==> src/rtl/kl_wdog_pkg.sv <==
package kl_wdog_pkg;
  localparam logic [7:0] KEY_OPEN  = 8'h87;
  localparam logic [7:0] KEY_CLOSE = 8'hAA;
  localparam logic [7:0] IDX_PAGE  = 8'h07;
  localparam logic [7:0] PAGE_WD   = 8'h08;
  localparam logic [7:0] IDX_EN    = 8'h30;
  localparam logic [7:0] IDX_UNIT  = 8'hF5;
  localparam logic [7:0] IDX_TMO   = 8'hF6;
  localparam logic [7:0] IDX_RSRC  = 8'hF7;

  typedef enum logic [1:0] {
    ST_LOCKED = 2'd0,
    ST_HALF   = 2'd1,
    ST_OPEN   = 2'd2
  } key_st_t;
endpackage

==> src/rtl/kl_key_fsm.sv <==
module kl_key_fsm
  import kl_wdog_pkg::*;
(
  input  logic       clk,
  input  logic       rst_n,
  input  logic       idx_wr,
  input  logic [7:0] wdata,
  output logic       cfg_open,
  output logic       close_evt,
  output logic [7:0] idx_q
);
  key_st_t    st_q, st_d;
  logic [7:0] idx_d;

  always_comb begin
    st_d      = st_q;
    idx_d     = idx_q;
    close_evt = 1'b0;
    if (idx_wr) begin
      case (st_q)
        ST_LOCKED: if (wdata == KEY_OPEN) st_d = ST_HALF;
        ST_HALF:   st_d = (wdata == KEY_OPEN) ? ST_OPEN : ST_LOCKED;
        ST_OPEN: begin
          if (wdata == KEY_CLOSE) begin
            st_d      = ST_LOCKED;
            idx_d     = '0;
            close_evt = 1'b1;
          end else begin
            idx_d = wdata;
          end
        end
        default:   st_d = ST_LOCKED;
      endcase
    end
  end

  always_ff @(posedge clk or negedge rst_n) begin
    if (!rst_n) begin
      st_q  <= ST_LOCKED;
      idx_q <= '0;
    end else begin
      st_q  <= st_d;
      idx_q <= idx_d;
    end
  end

  assign cfg_open = (st_q == ST_OPEN);
endmodule

==> src/rtl/kl_wd_regs.sv <==
module kl_wd_regs
  import kl_wdog_pkg::*;
(
  input  logic       clk,
  input  logic       rst_n,
  input  logic       cfg_open,
  input  logic       close_evt,
  input  logic       dat_wr,
  input  logic [7:0] idx,
  input  logic [7:0] wdata,
  input  logic       expire,
  input  logic [7:0] cnt,
  output logic       en_o,
  output logic       unit_min_o,
  output logic [7:0] tmo_o,
  output logic       kb_en_o,
  output logic       ms_en_o,
  output logic       tmo_wr_o,
  output logic [7:0] page_o,
  output logic [7:0] rdata
);
  logic       sel_pg;
  logic       wr_page, wr_en, wr_unit, wr_rsrc;
  logic [7:0] page_d, tmo_d;
  logic       en_d, unit_d, kb_d, ms_d;

  assign sel_pg   = cfg_open && (page_o == PAGE_WD);
  assign wr_page  = dat_wr && cfg_open && (idx == IDX_PAGE);
  assign wr_en    = dat_wr && sel_pg && (idx == IDX_EN);
  assign wr_unit  = dat_wr && sel_pg && (idx == IDX_UNIT);
  assign tmo_wr_o = dat_wr && sel_pg && (idx == IDX_TMO);
  assign wr_rsrc  = dat_wr && sel_pg && (idx == IDX_RSRC);

  always_comb begin
    page_d = page_o;
    en_d   = en_o;
    unit_d = unit_min_o;
    tmo_d  = tmo_o;
    kb_d   = kb_en_o;
    ms_d   = ms_en_o;
    if (close_evt)    page_d = '0;
    else if (wr_page) page_d = wdata;
    if (wr_en)        en_d = wdata[0];
    else if (expire)  en_d = 1'b0;
    if (wr_unit)      unit_d = wdata[3];
    if (tmo_wr_o)     tmo_d = wdata;
    if (wr_rsrc) begin
      kb_d = wdata[6];
      ms_d = wdata[7];
    end
  end

  always_ff @(posedge clk or negedge rst_n) begin
    if (!rst_n) begin
      page_o     <= '0;
      en_o       <= 1'b0;
      unit_min_o <= 1'b0;
      tmo_o      <= '0;
      kb_en_o    <= 1'b0;
      ms_en_o    <= 1'b0;
    end else begin
      page_o     <= page_d;
      en_o       <= en_d;
      unit_min_o <= unit_d;
      tmo_o      <= tmo_d;
      kb_en_o    <= kb_d;
      ms_en_o    <= ms_d;
    end
  end

  always_comb begin
    rdata = '0;
    if (cfg_open) begin
      if (idx == IDX_PAGE) rdata = page_o;
      else if (sel_pg) begin
        case (idx)
          IDX_EN:   rdata = {7'b0, en_o};
          IDX_UNIT: rdata = {4'b0, unit_min_o, 3'b0};
          IDX_TMO:  rdata = cnt;
          IDX_RSRC: rdata = {ms_en_o, kb_en_o, 6'b0};
          default:  rdata = '0;
        endcase
      end
    end
  end
endmodule

==> src/rtl/kl_wd_timer.sv <==
module kl_wd_timer #(
  parameter int SEC_PER_MIN = 60
) (
  input  logic       clk,
  input  logic       rst_n,
  input  logic       sec_tick,
  input  logic       en,
  input  logic       unit_min,
  input  logic [7:0] tmo,
  input  logic       load,
  input  logic [7:0] load_val,
  input  logic       restart,
  output logic [7:0] cnt_q,
  output logic       expire,
  output logic       rst_pulse
);
  localparam int PW = (SEC_PER_MIN > 1) ? $clog2(SEC_PER_MIN) : 1;
  localparam logic [PW-1:0] PRE_LAST = PW'(SEC_PER_MIN - 1);

  logic [PW-1:0] pre_q, pre_d;
  logic [7:0]    cnt_d;
  logic          unit_tick;

  assign unit_tick = sec_tick && (!unit_min || (pre_q == PRE_LAST));

  always_comb begin
    cnt_d  = cnt_q;
    pre_d  = pre_q;
    expire = 1'b0;
    if (load) begin
      cnt_d = load_val;
      pre_d = '0;
    end else if (restart) begin
      cnt_d = tmo;
      pre_d = '0;
    end else if (en && sec_tick) begin
      if (unit_min) pre_d = (pre_q == PRE_LAST) ? '0 : pre_q + 1'b1;
      if (unit_tick) begin
        if (cnt_q <= 8'd1) begin
          cnt_d  = '0;
          expire = 1'b1;
        end else begin
          cnt_d = cnt_q - 8'd1;
        end
      end
    end
  end

  always_ff @(posedge clk or negedge rst_n) begin
    if (!rst_n) begin
      cnt_q     <= '0;
      pre_q     <= '0;
      rst_pulse <= 1'b0;
    end else begin
      cnt_q     <= cnt_d;
      pre_q     <= pre_d;
      rst_pulse <= expire;
    end
  end
endmodule

==> src/rtl/kl_wdog_ctrl.sv <==
module kl_wdog_ctrl #(
  parameter int SEC_PER_MIN = 60
) (
  input  logic       clk,
  input  logic       rst_n,
  input  logic       host_wr,
  input  logic       host_port,
  input  logic [7:0] host_wdata,
  output logic [7:0] host_rdata,
  input  logic       sec_tick,
  input  logic       kbd_irq,
  input  logic       mouse_irq,
  output logic       wdt_rst
);
  logic [1:0] rst_sync;
  logic       rst_s_n;
  logic       cfg_open, close_evt;
  logic [7:0] cur_idx, wd_page, wd_cnt, wd_tmo;
  logic       wd_en, wd_unit, kb_en, ms_en, tmo_wr, expire, restart;

  always_ff @(posedge clk or negedge rst_n) begin
    if (!rst_n) rst_sync <= 2'b00;
    else        rst_sync <= {rst_sync[0], 1'b1};
  end
  assign rst_s_n = rst_sync[1];

  assign restart = wd_en && ((kb_en && kbd_irq) || (ms_en && mouse_irq));

  kl_key_fsm u_key (
    .clk(clk), .rst_n(rst_s_n),
    .idx_wr(host_wr && !host_port), .wdata(host_wdata),
    .cfg_open(cfg_open), .close_evt(close_evt), .idx_q(cur_idx)
  );

  kl_wd_regs u_regs (
    .clk(clk), .rst_n(rst_s_n),
    .cfg_open(cfg_open), .close_evt(close_evt),
    .dat_wr(host_wr && host_port), .idx(cur_idx), .wdata(host_wdata),
    .expire(expire), .cnt(wd_cnt),
    .en_o(wd_en), .unit_min_o(wd_unit), .tmo_o(wd_tmo),
    .kb_en_o(kb_en), .ms_en_o(ms_en), .tmo_wr_o(tmo_wr),
    .page_o(wd_page), .rdata(host_rdata)
  );

  kl_wd_timer #(.SEC_PER_MIN(SEC_PER_MIN)) u_tmr (
    .clk(clk), .rst_n(rst_s_n),
    .sec_tick(sec_tick), .en(wd_en), .unit_min(wd_unit), .tmo(wd_tmo),
    .load(tmo_wr), .load_val(host_wdata), .restart(restart),
    .cnt_q(wd_cnt), .expire(expire), .rst_pulse(wdt_rst)
  );
endmodule

==> config.mk <==
export PLATFORM = sky130hd
export DESIGN_NAME = kl_wdog_ctrl
export DESIGN_NICKNAME = d
export VERILOG_FILES = /design/src/rtl/kl_wdog_pkg.sv /design/src/rtl/kl_key_fsm.sv /design/src/rtl/kl_wd_regs.sv /design/src/rtl/kl_wd_timer.sv /design/src/rtl/kl_wdog_ctrl.sv
export SDC_FILE = /design/constraint.sdc
export NUM_CORES = 1
export LEC_CHECK = 0
export CORE_ASPECT_RATIO = 1.2
export CORE_MARGIN = 2
export CORE_UTILIZATION = 50
export CTS_CLUSTER_SIZE = 24
export DETAILED_ROUTE_END_ITERATION = 8
export PLACE_DENSITY_LB_ADDON = 0.12
export SYNTH_ARGS = -nofsm -noshare
export SYNTH_HDL_FRONTEND = slang
export SYNTH_SLANG_ARGS = --single-unit
==> constraint.sdc <==
create_clock -name clk -period 4 [get_ports clk]
set_input_delay 0.8 -clock clk [delete_from_list [all_inputs] [get_ports clk]]
set_output_delay 0.8 -clock clk [all_outputs]
set_load 0.02 [all_outputs]
==> qor.txt, run 1 <==
======================================================================================================
Outcome                                                                                   complete, no violations
Share of power burned in the clock network                                                       0.240
Reg2reg setup slack                                                                            1.77 ns
Total standard cell area after synthesis                                                  0.00269 sq mm
Source of the worst hold timing path                                                      rst_sync[0]$_DFF_PN0_
Critical R2R Launch                                                                       u_key.idx_q[3]$_DFFE_PN0P_
Simple logic cell fraction of the synthesized area                                               0.274
Number of setup buffers added after CTS                                                              0
Switching component of the power                                                              0.401 mW
Post-synthesis cell type count                                                                      62
Crit. End Element                                                                         primary output
Number of placed I/O pins                                                                           24
Mapped Cells                                                                                       284
Clock buffers created by TritonCTS                                                                   5
Switching Fraction                                                                               0.342
Nature of the critical path startpoint                                                            flop
Total iterations of the first detailed-routing run                                                   5
Cell chosen for the clock root                                                            sky130_fd_sc_hd__clkbuf_8
Multiplexer share of the synthesized area                                                       0.0628
Die Wd                                                                                         71.0 um
Final number of setup-violating endpoints                                                            0
Final worst clock skew                                                                      0.00734 ns
Total detailed-routing wirelength                                                              7000 um
Post-Route Setup TNS                                                                              0 ns
Relative slew margins                                                                            0.338
YS warnings                                                                                          0
Post-synth EDFFs                                                                                     0
Achievable Freq                                                                              0.293 GHz
Area enclosed by the die boundary                                                         0.00599 sq mm
Via count                                                                                         2302
Complex-gate fraction of the synthesized area                                                    0.181
Clock latency at the later pin of the worst-skew pair                                          0.30 ns
Total number of clock tree sinks                                                                    47
Post-CTS Resized                                                                                     0
Most common library cell in the layout ignoring fill and taps                             sky130_fd_sc_hd__dfrtp_1
Remaining routing DRC violations                                                                     0
Synthesized flop and latch total                                                                    47
Detailed-placement wirelength estimate                                                         5100 um
Initial core utilization                                                                         0.515
Clock period minus worst slack                                                                 3.41 ns
Initial drt markers                                                                                160
Via-per-instance ratio                                                                            6.27
Number of input and output port buffers inserted                                                    23
Cell leakage power                                                                             1.26 nW
Placeable core area                                                                       0.00523 sq mm
Net count reported at finish                                                                       322
Total power draw                                                                               1.17 mW
Setup crit end                                                                            host_rdata[3]
GP Congestion                                                                                    0.873
Final global-route overflow total                                                                    0
Number of global-route vias before repair                                                         2231
Number of max-slew violations in the final report                                                    0
Signed area change from the synthesized netlist to the final layout                              12.8%
Dominant combinational cell family by area after synthesis                                simple AND/OR/NAND/NOR gates
Detail Route Antenna Nets                                                                            0
Highest-count cells in the layout ignoring fill and taps                                  46 x sky130_fd_sc_hd__dfrtp_1, 42 x sky130_fd_sc_hd__nand2_1, 36 x sky130_fd_sc_hd__nor2_1
Number of inserted diodes                                                                            0
Reported max-cap violation count                                                                     0
Fraction of final layout cells with drive strength greater than 1                                0.105
Routed wirelength normalized by instance count                                                 19.1 um
Clock transition at the register clock pins on the worst setup and hold paths after CTS        0.08 ns
Wire length of the first global-routing pass                                                  11500 um
Worst R2R Path Depth                                                                                 5
Number of antenna violations at the first check in global routing                                    0
Clock Path Buffers                                                                                   2
Final number of hold-violating endpoints                                                             0
Endpoint of the worst-slack reg-to-reg timing path                                        u_tmr.cnt_q[6]$_DFFE_PN0P_
Global Route Usage Sum                                                                           0.248
Combinational fraction of design power                                                           0.234
Synthesized Nets                                                                                   302
PD cells                                                                                   386 mW/mm^2
Required time of the worst setup path                                                          3.20 ns
Tightest Hold Check Type                                                                  flop to flop
Worst setup path class                                                                    flop to primary output
CTS tree                                                                                          done
Prevailing post-synth register cell                                                       sky130_fd_sc_hd__dfrtp_1
Xor-xnor portion of the synthesized cell area                                                        0
Max FO, Critical Path                                                                                8
Y dimension of the die                                                                         84.4 um
Pin slew with the least headroom to its limit                                                 0.994 ns
Final Cycle Share                                                                                0.852
Arrival time reported for the critical path endpoint                                           2.61 ns
Fraction of registers with async set/reset                                                        1.00
Total of hold buffers inserted after clock tree synthesis                                            0
Sequential power share                                                                           0.527
Post-synthesis share of cell area spent on full adders, half adders and majority gates          0.0140
Synthesized area per cell                                                                   9.47 sq um
Internal power summed over all cells                                                          0.770 mW
RSZ-0062 raised after global routing                                                             false
Largest net degree at the start of global routing                                                   46
CTS H-tree lvls                                                                                      2
Maximum ir drop on the vdd rail                                                               0.199 mV
# rows                                                                                              29
Seq/Total Area, Yosys                                                                            0.437
Worst setup path startpoint                                                               u_key.idx_q[3]$_DFFE_PN0P_
======================================================================================================
[layer usage]
layer	up-vias	share of wire	routed length, um	global-route usage
met5	-	0	0	0
li1	1090	-	-	-
met3	24	0.057	400	0.0312
met2	78	0.49	3430	0.404
met1	1110	0.41	2870	0.322
met4	0	0.042	294	0.127
[flip-flops by register name, summed over array words and instances (netlist names)]
| register | cells |
|---|---|
| u_regs.tmo_o | 8 |
| rst_sync | 2 |
| u_regs.page_o | 8 |
| u_regs.kb_en_o | 1 |
| u_tmr.rst_pulse | 1 |
| u_regs.unit_min_o | 1 |
| u_regs.en_o | 1 |
| u_tmr.pre_q | 6 |
| u_regs.ms_en_o | 1 |
| u_tmr.cnt_q | 8 |
| u_key.st_q | 2 |
| u_key.idx_q | 8 |
[critical path: stages, from the launching register on]
cell and delay (ns):
sky130_fd_sc_hd__dfrtp_1 0.41, sky130_fd_sc_hd__and4bb_1 0.30, sky130_fd_sc_hd__nor2b_1 0.50, sky130_fd_sc_hd__a22o_1 0.28
sky130_fd_sc_hd__a22oi_1 0.07, sky130_fd_sc_hd__nor2_1 0.13, sky130_fd_sc_hd__clkdlybuf4s50_1 0.62
[how the worst min path moves through the flow]
stage,end,slack (ns),cells past startpoint
after floorplan,rst_sync[1]$_DFF_PN0_,0.33,0
after global placement,rst_sync[1]$_DFF_PN0_,0.33,0
after detailed placement,rst_sync[1]$_DFF_PN0_,0.34,0
after CTS,rst_sync[1]$_DFF_PN0_,0.36,0
after global routing,rst_sync[1]$_DFF_PN0_,0.36,0
final,rst_sync[1]$_DFF_PN0_,0.36,0
[stage by stage]
stage                     setup slack, ns  area, sq um  hold slack, ns  cells  utilization
after CTS                           0.599         3040           0.361    367        0.581
after global placement              0.951         2950           0.335    359        0.565
after global routing                0.412         3040           0.363    367        0.581
after floorplan                      1.55         2690           0.331    284            -
final                               0.591         3040           0.355    367        0.581
after detailed placement            0.962         2950           0.341    359        0.565
[Yosys cell counts, types with 2 or more instances]
cell | instances | area [sq um]
sky130_fd_sc_hd__or2_1 | 2 | 12.5
sky130_fd_sc_hd__buf_2 | 7 | 35.0
sky130_fd_sc_hd__o211ai_1 | 3 | 22.5
sky130_fd_sc_hd__a21oi_1 | 7 | 35.0
sky130_fd_sc_hd__o22ai_1 | 4 | 25.0
sky130_fd_sc_hd__nand2_1 | 42 | 158
sky130_fd_sc_hd__nor4_4 | 2 | 42.5
sky130_fd_sc_hd__nand2b_1 | 2 | 12.5
sky130_fd_sc_hd__o31ai_1 | 2 | 15.0
sky130_fd_sc_hd__o2bb2ai_1 | 2 | 17.5
sky130_fd_sc_hd__a22o_1 | 3 | 26.3
sky130_fd_sc_hd__dfrtp_1 | 47 | 1180
sky130_fd_sc_hd__a22oi_1 | 10 | 75.1
sky130_fd_sc_hd__mux2i_1 | 9 | 90.1
sky130_fd_sc_hd__and3_1 | 3 | 18.8
sky130_fd_sc_hd__a221oi_1 | 4 | 35.0
sky130_fd_sc_hd__o21ai_1 | 2 | 10.0
sky130_fd_sc_hd__inv_1 | 5 | 18.8
sky130_fd_sc_hd__nor2_1 | 36 | 135
sky130_fd_sc_hd__a32o_1 | 2 | 20.0
sky130_fd_sc_hd__nor2_2 | 2 | 12.5
sky130_fd_sc_hd__nor2b_1 | 2 | 12.5
sky130_fd_sc_hd__clkbuf_1 | 2 | 7.51
sky130_fd_sc_hd__nor4_1 | 3 | 18.8
sky130_fd_sc_hd__o21ai_0 | 14 | 70.1
sky130_fd_sc_hd__and2_1 | 2 | 12.5
sky130_fd_sc_hd__mux2_2 | 6 | 67.6
sky130_fd_sc_hd__ha_1 | 3 | 37.5
sky130_fd_sc_hd__nand4_1 | 7 | 43.8
sky130_fd_sc_hd__nand3b_1 | 3 | 22.5
sky130_fd_sc_hd__nand3_1 | 7 | 35.0
sky130_fd_sc_hd__nor3_1 | 9 | 45.0
[cell families after synthesis]
logic type                 count (synthesis)
other                                      1
AOI/OAI and AO/OA                         66
adders and majority gates                  3
and+or+nand+nor                          135
muxes                                     16
DFF                                       47
buffers and inverters                     16
[layout make-up]
type	instances	area, sq um
multi-input cells	221	1440
flip-flops and latches	47	1180
well taps	62	77.6
repair buffers	24	238
fillers	503	2190
inverters	5	18.8
clock inverters	1	5.00
clock buffers	7	76.3
[power groups by stage]
stage | Combinational, mW | Clock (mW) | Sequential, mW
floorplan | 0.214 | 0 | 0.583
global placement | 0.270 | 0 | 0.624
detailed placement | 0.268 | 0 | 0.624
CTS | 0.271 | 0.289 | 0.615
global route | 0.305 | 0.301 | 0.626
finish | 0.274 | 0.280 | 0.616
No activity file was read; power rests on OpenSTA's default activity.
==> run 2, diff against run 1 <==
Settings changed: CORE_UTILIZATION 50 to 25.
==> run 2 against run 1 <==
  * Combinational power increased by 4%
  * Power increased by 12%
  * Clock skew about the same
  * Worst setup slack got worse by 0.032 ns
  * Critical path depth unchanged
  * Critical endpoint unchanged
  * Highest routed layer unchanged
==> qor.txt, run 2 (synthesis results as in run 1) <==
======================================================================================================
Min setup slack post-route                                                                    0.559 ns
Routed wirelength normalized by instance count                                                 19.1 um
Nature of the critical path startpoint                                                            flop
Sequence of cells on the critical path                                                    nand4_1 > nand2b_1 > a311oi_2 > a22oi_1 > nor2_1 > clkdlybuf4s50_1
Clock Path Buffers                                                                                   2
Required time of the worst setup path                                                          3.20 ns
Signed area change from the synthesized netlist to the final layout                              18.3%
PD cells                                                                                   413 mW/mm^2
Critical-path cell with the highest stage delay                                           sky130_fd_sc_hd__clkdlybuf4s50_1
Max FO, Critical Path                                                                                7
Clock latency at the later pin of the worst-skew pair                                          0.29 ns
Arrival time reported for the critical path endpoint                                           2.64 ns
Highest-count cells in the layout ignoring fill and taps                                  46 x sky130_fd_sc_hd__dfrtp_1, 42 x sky130_fd_sc_hd__nand2_1, 36 x sky130_fd_sc_hd__nor2_1
Crit. End Element                                                                         primary output
Wire length of the first global-routing pass                                                  13400 um
Worst Setup Slack post-DPL                                                                    0.847 ns
Worst setup path startpoint                                                               u_key.idx_q[4]$_DFFE_PN0P_
Remaining routing DRC violations                                                                     0
Placeable core area                                                                       0.0105 sq mm
CTS H-tree lvls                                                                                      2
Achievable Freq                                                                              0.291 GHz
Outcome                                                                                   complete, no violations
Reported max-cap violation count                                                                     0
Y dimension of the die                                                                          118 um
Final Cycle Share                                                                                0.860
Reg2reg setup slack                                                                            1.78 ns
Post-CTS Resized                                                                                     0
Number of global-route vias before repair                                                         2302
Utilization after layout                                                                         0.303
Filler cell count in the final layout                                                             1083
Stage delay of the slowest cell on the critical path                                           0.62 ns
RSZ-0062 raised after global routing                                                             false
Die Wd                                                                                         98.7 um
Initial core utilization                                                                         0.256
Largest net degree at the start of global routing                                                   46
Post-Route Setup TNS                                                                              0 ns
Final number of hold-violating endpoints                                                             0
Total number of clock tree sinks                                                                    47
Number of inserted diodes                                                                            0
Total power draw                                                                               1.31 mW
Combined area of the multi-input logic cells                                              0.00144 sq mm
Total detailed-routing wirelength                                                              8300 um
Relative slew margins                                                                            0.287
Worst R2R Path Depth                                                                                 5
Global Route Usage Sum                                                                           0.150
Detail Route Antenna Nets                                                                            0
GP Congestion                                                                                    0.837
Via-per-instance ratio                                                                            5.25
Clock transition at the register clock pins on the worst setup and hold paths after CTS        0.07 ns
CTS tree                                                                                          done
Critical R2R Launch                                                                       u_key.idx_q[4]$_DFFE_PN0P_
Number of input and output port buffers inserted                                                    23
Pin slew with the least headroom to its limit                                                  1.07 ns
Net count reported at finish                                                                       324
Cell chosen for the clock root                                                            sky130_fd_sc_hd__clkbuf_16
Number of max-slew violations in the final report                                                    0
Maximum ir drop on the vdd rail                                                               0.187 mV
Total of hold buffers inserted after clock tree synthesis                                            0
Number of antenna violations at the first check in global routing                                    0
Most common library cell in the layout ignoring fill and taps                             sky130_fd_sc_hd__dfrtp_1
Area enclosed by the die boundary                                                         0.0116 sq mm
Worst setup path class                                                                    flop to primary output
Clock buffers created by TritonCTS                                                                   5
Via count                                                                                         2278
Setup crit end                                                                            host_rdata[3]
Final number of setup-violating endpoints                                                            0
Tightest Hold Check Type                                                                  flop to flop
Final worst clock skew                                                                      0.00717 ns
Storage element area                                                                      0.00118 sq mm
Fraction of final layout cells with drive strength greater than 1                                0.108
Number of setup buffers added after CTS                                                              0
Clock period minus worst slack                                                                 3.44 ns
Detailed-placement wirelength estimate                                                         6060 um
Initial drt markers                                                                                138
# rows                                                                                              41
Final global-route overflow total                                                                    0
Endpoint of the worst-slack reg-to-reg timing path                                        u_tmr.cnt_q[6]$_DFFE_PN0P_
Cell leakage power                                                                             1.29 nW
Total iterations of the first detailed-routing run                                                   4
Number of placed I/O pins                                                                           24
======================================================================================================
run 2: cell types whose count changed in the layout (fill, tap and decap cells not counted):
cell	delta
sky130_fd_sc_hd__buf_4	+2
sky130_fd_sc_hd__clkbuf_1	-1
sky130_fd_sc_hd__clkbuf_16	+5
sky130_fd_sc_hd__clkbuf_8	-5
sky130_fd_sc_hd__clkinv_2	-1
run 2: area by class of cell:
type	instances	share of cell area
clock buffer	6	0.0405
timing repair buffer	26	0.0794
tap	129	0.0507
multi-input combinational	221	0.453
inverter	5	0.00590
sequential	47	0.370
run 2: per-stage QoR:
stage               instance area [sq um]  hold WS (ns)  instances
floorplan                            2690         0.331        284
global placement                     3050         0.340        428
detailed placement                   3050         0.341        428
CTS                                  3180         0.355        434
global route                         3180         0.357        434
finish                               3180         0.351        434
run 2: critical path: cells and delay by family (launching register included):
kind,cells,cell delay [ns]
AO/OA/AOI/OAI,2,0.56
buffers and inverters,1,0.62
flip-flops,1,0.43
AND/OR/NAND/NOR,3,0.74
run 2: worst min-delay path by stage:
stage / startpoint / endpoint / cells after the start
4_1_cts: rst_sync[0]$_DFF_PN0_ / rst_sync[1]$_DFF_PN0_ / 0
2_1_floorplan: rst_sync[0]$_DFF_PN0_ / rst_sync[1]$_DFF_PN0_ / 0
5_1_grt: rst_sync[0]$_DFF_PN0_ / rst_sync[1]$_DFF_PN0_ / 0
3_5_place_dp: rst_sync[0]$_DFF_PN0_ / rst_sync[1]$_DFF_PN0_ / 0
6_report: rst_sync[0]$_DFF_PN0_ / rst_sync[1]$_DFF_PN0_ / 0
3_3_place_gp: rst_sync[0]$_DFF_PN0_ / rst_sync[1]$_DFF_PN0_ / 0
run 2: power by group:
group	internal (mW)	switching, mW	total [mW]
Sequential	0.522	0.0983	0.620
Clock	0.226	0.184	0.410
Combinational	0.128	0.156	0.284
run 2: layer usage:
metal  track usage  up-vias  wire length [um]
li1              -     1092                 -
met1         0.195     1124              3660
met2         0.254       51              4200
met3        0.0232       11               283
met4        0.0479        0               157
met5             0        -                 0
==> run 3, diff against run 2 <==
Settings changed: DONT_BUFFER_PORTS from default to 1.
==> run 3 against run 2 <==
  * Design area decreased by 6.8%
  * Fmax increased by 13%
  * Die area unchanged
  * Power increased by 0.23%
  * Sequential share of layout area increased by 2.7 points
  * Count of clock-buffer cells in the layout increased by 2
  * Highest routed layer unchanged
  * Wire length decreased by 2.1%
==> qor.txt, run 3 (synthesis results as in run 1) <==
======================================================================================================
Initial core utilization                                                                         0.256
Total buffers and inverters traversed by the critical path                                           0
Post-Route Setup TNS                                                                              0 ns
Fraction of final layout cells with drive strength greater than 1                                0.117
Post-CTS Resized                                                                                     0
Clock buffers created by TritonCTS                                                                   5
Maximum ir drop on the vdd rail                                                               0.164 mV
Number of max-slew violations in the final report                                                    0
Total iterations of the first detailed-routing run                                                   4
Final worst clock skew                                                                      0.00805 ns
Most common library cell in the layout ignoring fill and taps                             sky130_fd_sc_hd__dfrtp_1
Pin slew with the least headroom to its limit                                                  1.05 ns
RSZ-0062 raised after global routing                                                             false
Required time of the worst setup path                                                          3.20 ns
Tightest Hold Check Type                                                                  primary input to async pin
Number of placed I/O pins                                                                           24
Number of global-route vias before repair                                                         2167
Sequence of cells on the critical path                                                    nand4_1 > nand2b_1 > a311oi_2 > a22oi_1 > nor2_1
Via count                                                                                         2148
Final Cycle Share                                                                                0.765
Wire length of the first global-routing pass                                                  12900 um
CTS tree                                                                                          done
Area enclosed by the die boundary                                                         0.0116 sq mm
Y dimension of the die                                                                          118 um
Cell chosen for the clock root                                                            sky130_fd_sc_hd__clkbuf_16
Global Route Usage Sum                                                                           0.144
Final global-route overflow total                                                                    0
Number of inserted diodes                                                                            0
Kind of cell with the highest combined delay on the critical path                         simple AND/OR/NAND/NOR gates
Number of setup buffers added after CTS                                                              0
Clock latency at the later pin of the worst-skew pair                                          0.29 ns
Arrival time reported for the critical path endpoint                                           2.26 ns
Total of hold buffers inserted after clock tree synthesis                                            0
Die Wd                                                                                         98.7 um
Final number of setup-violating endpoints                                                            0
Worst setup path class                                                                    flop to primary output
Clock transition at the register clock pins on the worst setup and hold paths after CTS        0.06 ns
Routed wirelength normalized by instance count                                                 19.8 um
Largest net degree at the start of global routing                                                   46
Number of standard cells in the final layout excluding fillers                                     411
Crit. End Element                                                                         primary output
GP Congestion                                                                                    0.813
Nature of the critical path startpoint                                                            flop
Critical-path cell with the highest stage delay                                           sky130_fd_sc_hd__a311oi_2
Signed area change from the synthesized netlist to the final layout                              10.2%
Placeable core area                                                                       0.0105 sq mm
CTS H-tree lvls                                                                                      2
Clock Path Buffers                                                                                   2
Final hold slack                                                                              0.202 ns
Total detailed-routing wirelength                                                              8130 um
Placed inst area                                                                          0.00281 sq mm
Reported max-cap violation count                                                                     0
Number of input and output port buffers inserted                                                     0
PD cells                                                                                   444 mW/mm^2
Detail Route Antenna Nets                                                                            0
Total number of clock tree sinks                                                                    47
Net count reported at finish                                                                       299
Via-per-instance ratio                                                                            5.23
Relative slew margins                                                                            0.297
Stage delay of the slowest cell on the critical path                                           0.43 ns
Total power draw                                                                               1.32 mW
Cell area after layout                                                                    0.00296 sq mm
Highest-count cells in the layout ignoring fill and taps                                  46 x sky130_fd_sc_hd__dfrtp_1, 42 x sky130_fd_sc_hd__nand2_1, 36 x sky130_fd_sc_hd__nor2_1
Max FO, Critical Path                                                                                7
Number of antenna violations at the first check in global routing                                    0
Achievable Freq                                                                              0.327 GHz
Outcome                                                                                   complete, no violations
# rows                                                                                              41
Cell leakage power                                                                             1.21 nW
Placed Cells                                                                                       403
Final number of hold-violating endpoints                                                             0
Detailed-placement wirelength estimate                                                         5930 um
Initial drt markers                                                                                144
Reg2reg setup slack                                                                            1.82 ns
Remaining routing DRC violations                                                                     0
Clock period minus worst slack                                                                 3.06 ns
======================================================================================================
## run 3: final timing paths
path / endpoint / start / cells past startpoint
worst min register to register: rst_sync[1]$_DFF_PN0_ / rst_sync[0]$_DFF_PN0_ / 0
max in group asynchronous: u_regs.tmo_o[3]$_DFFE_PN0P_ / rst_sync[1]$_DFF_PN0_ / 0
worst max-delay path: host_rdata[3] / u_key.idx_q[4]$_DFFE_PN0P_ / 5
worst max register to register: u_tmr.cnt_q[6]$_DFFE_PN0P_ / u_key.idx_q[1]$_DFFE_PN0P_ / 5
worst min-delay path: rst_sync[1]$_DFF_PN0_ / rst_n / 0
min in group clk: rst_sync[1]$_DFF_PN0_ / rst_sync[0]$_DFF_PN0_ / 0
## run 3: report_power, final
part / switching (mW) / internal [mW] / leakage (nW)
clock: 0.180 / 0.266 / 0.0772
combinational: 0.139 / 0.113 / 0.499
sequential: 0.0963 / 0.522 / 0.632
total: 0.415 / 0.901 / 1.21
## run 3: metal layers
metal | track usage | vias up | part of all wire
li1 | - | 1043 | -
met1 | 0.190 | 1058 | 0.45
met2 | 0.239 | 39 | 0.51
met3 | 0.0243 | 8 | 0.031
met4 | 0.0445 | 0 | 0.015
met5 | 0 | - | 0
## run 3: layout make-up
class | instances | area, sq um
multi-input combinational | 221 | 1440
sequential | 47 | 1180
tap | 129 | 161
timing repair buffer | 1 | 7.51
inverter | 5 | 18.8
clock buffer | 8 | 156
fill | 1104 | 7550
## run 3: through the flow
step / util / setup slack (ns)
final: 0.282 / 0.942
after global routing: 0.282 / 0.838
after detailed placement: 0.267 / 1.26
after CTS: 0.282 / 0.935
after floorplan: - / 1.55
after global placement: 0.267 / 1.28
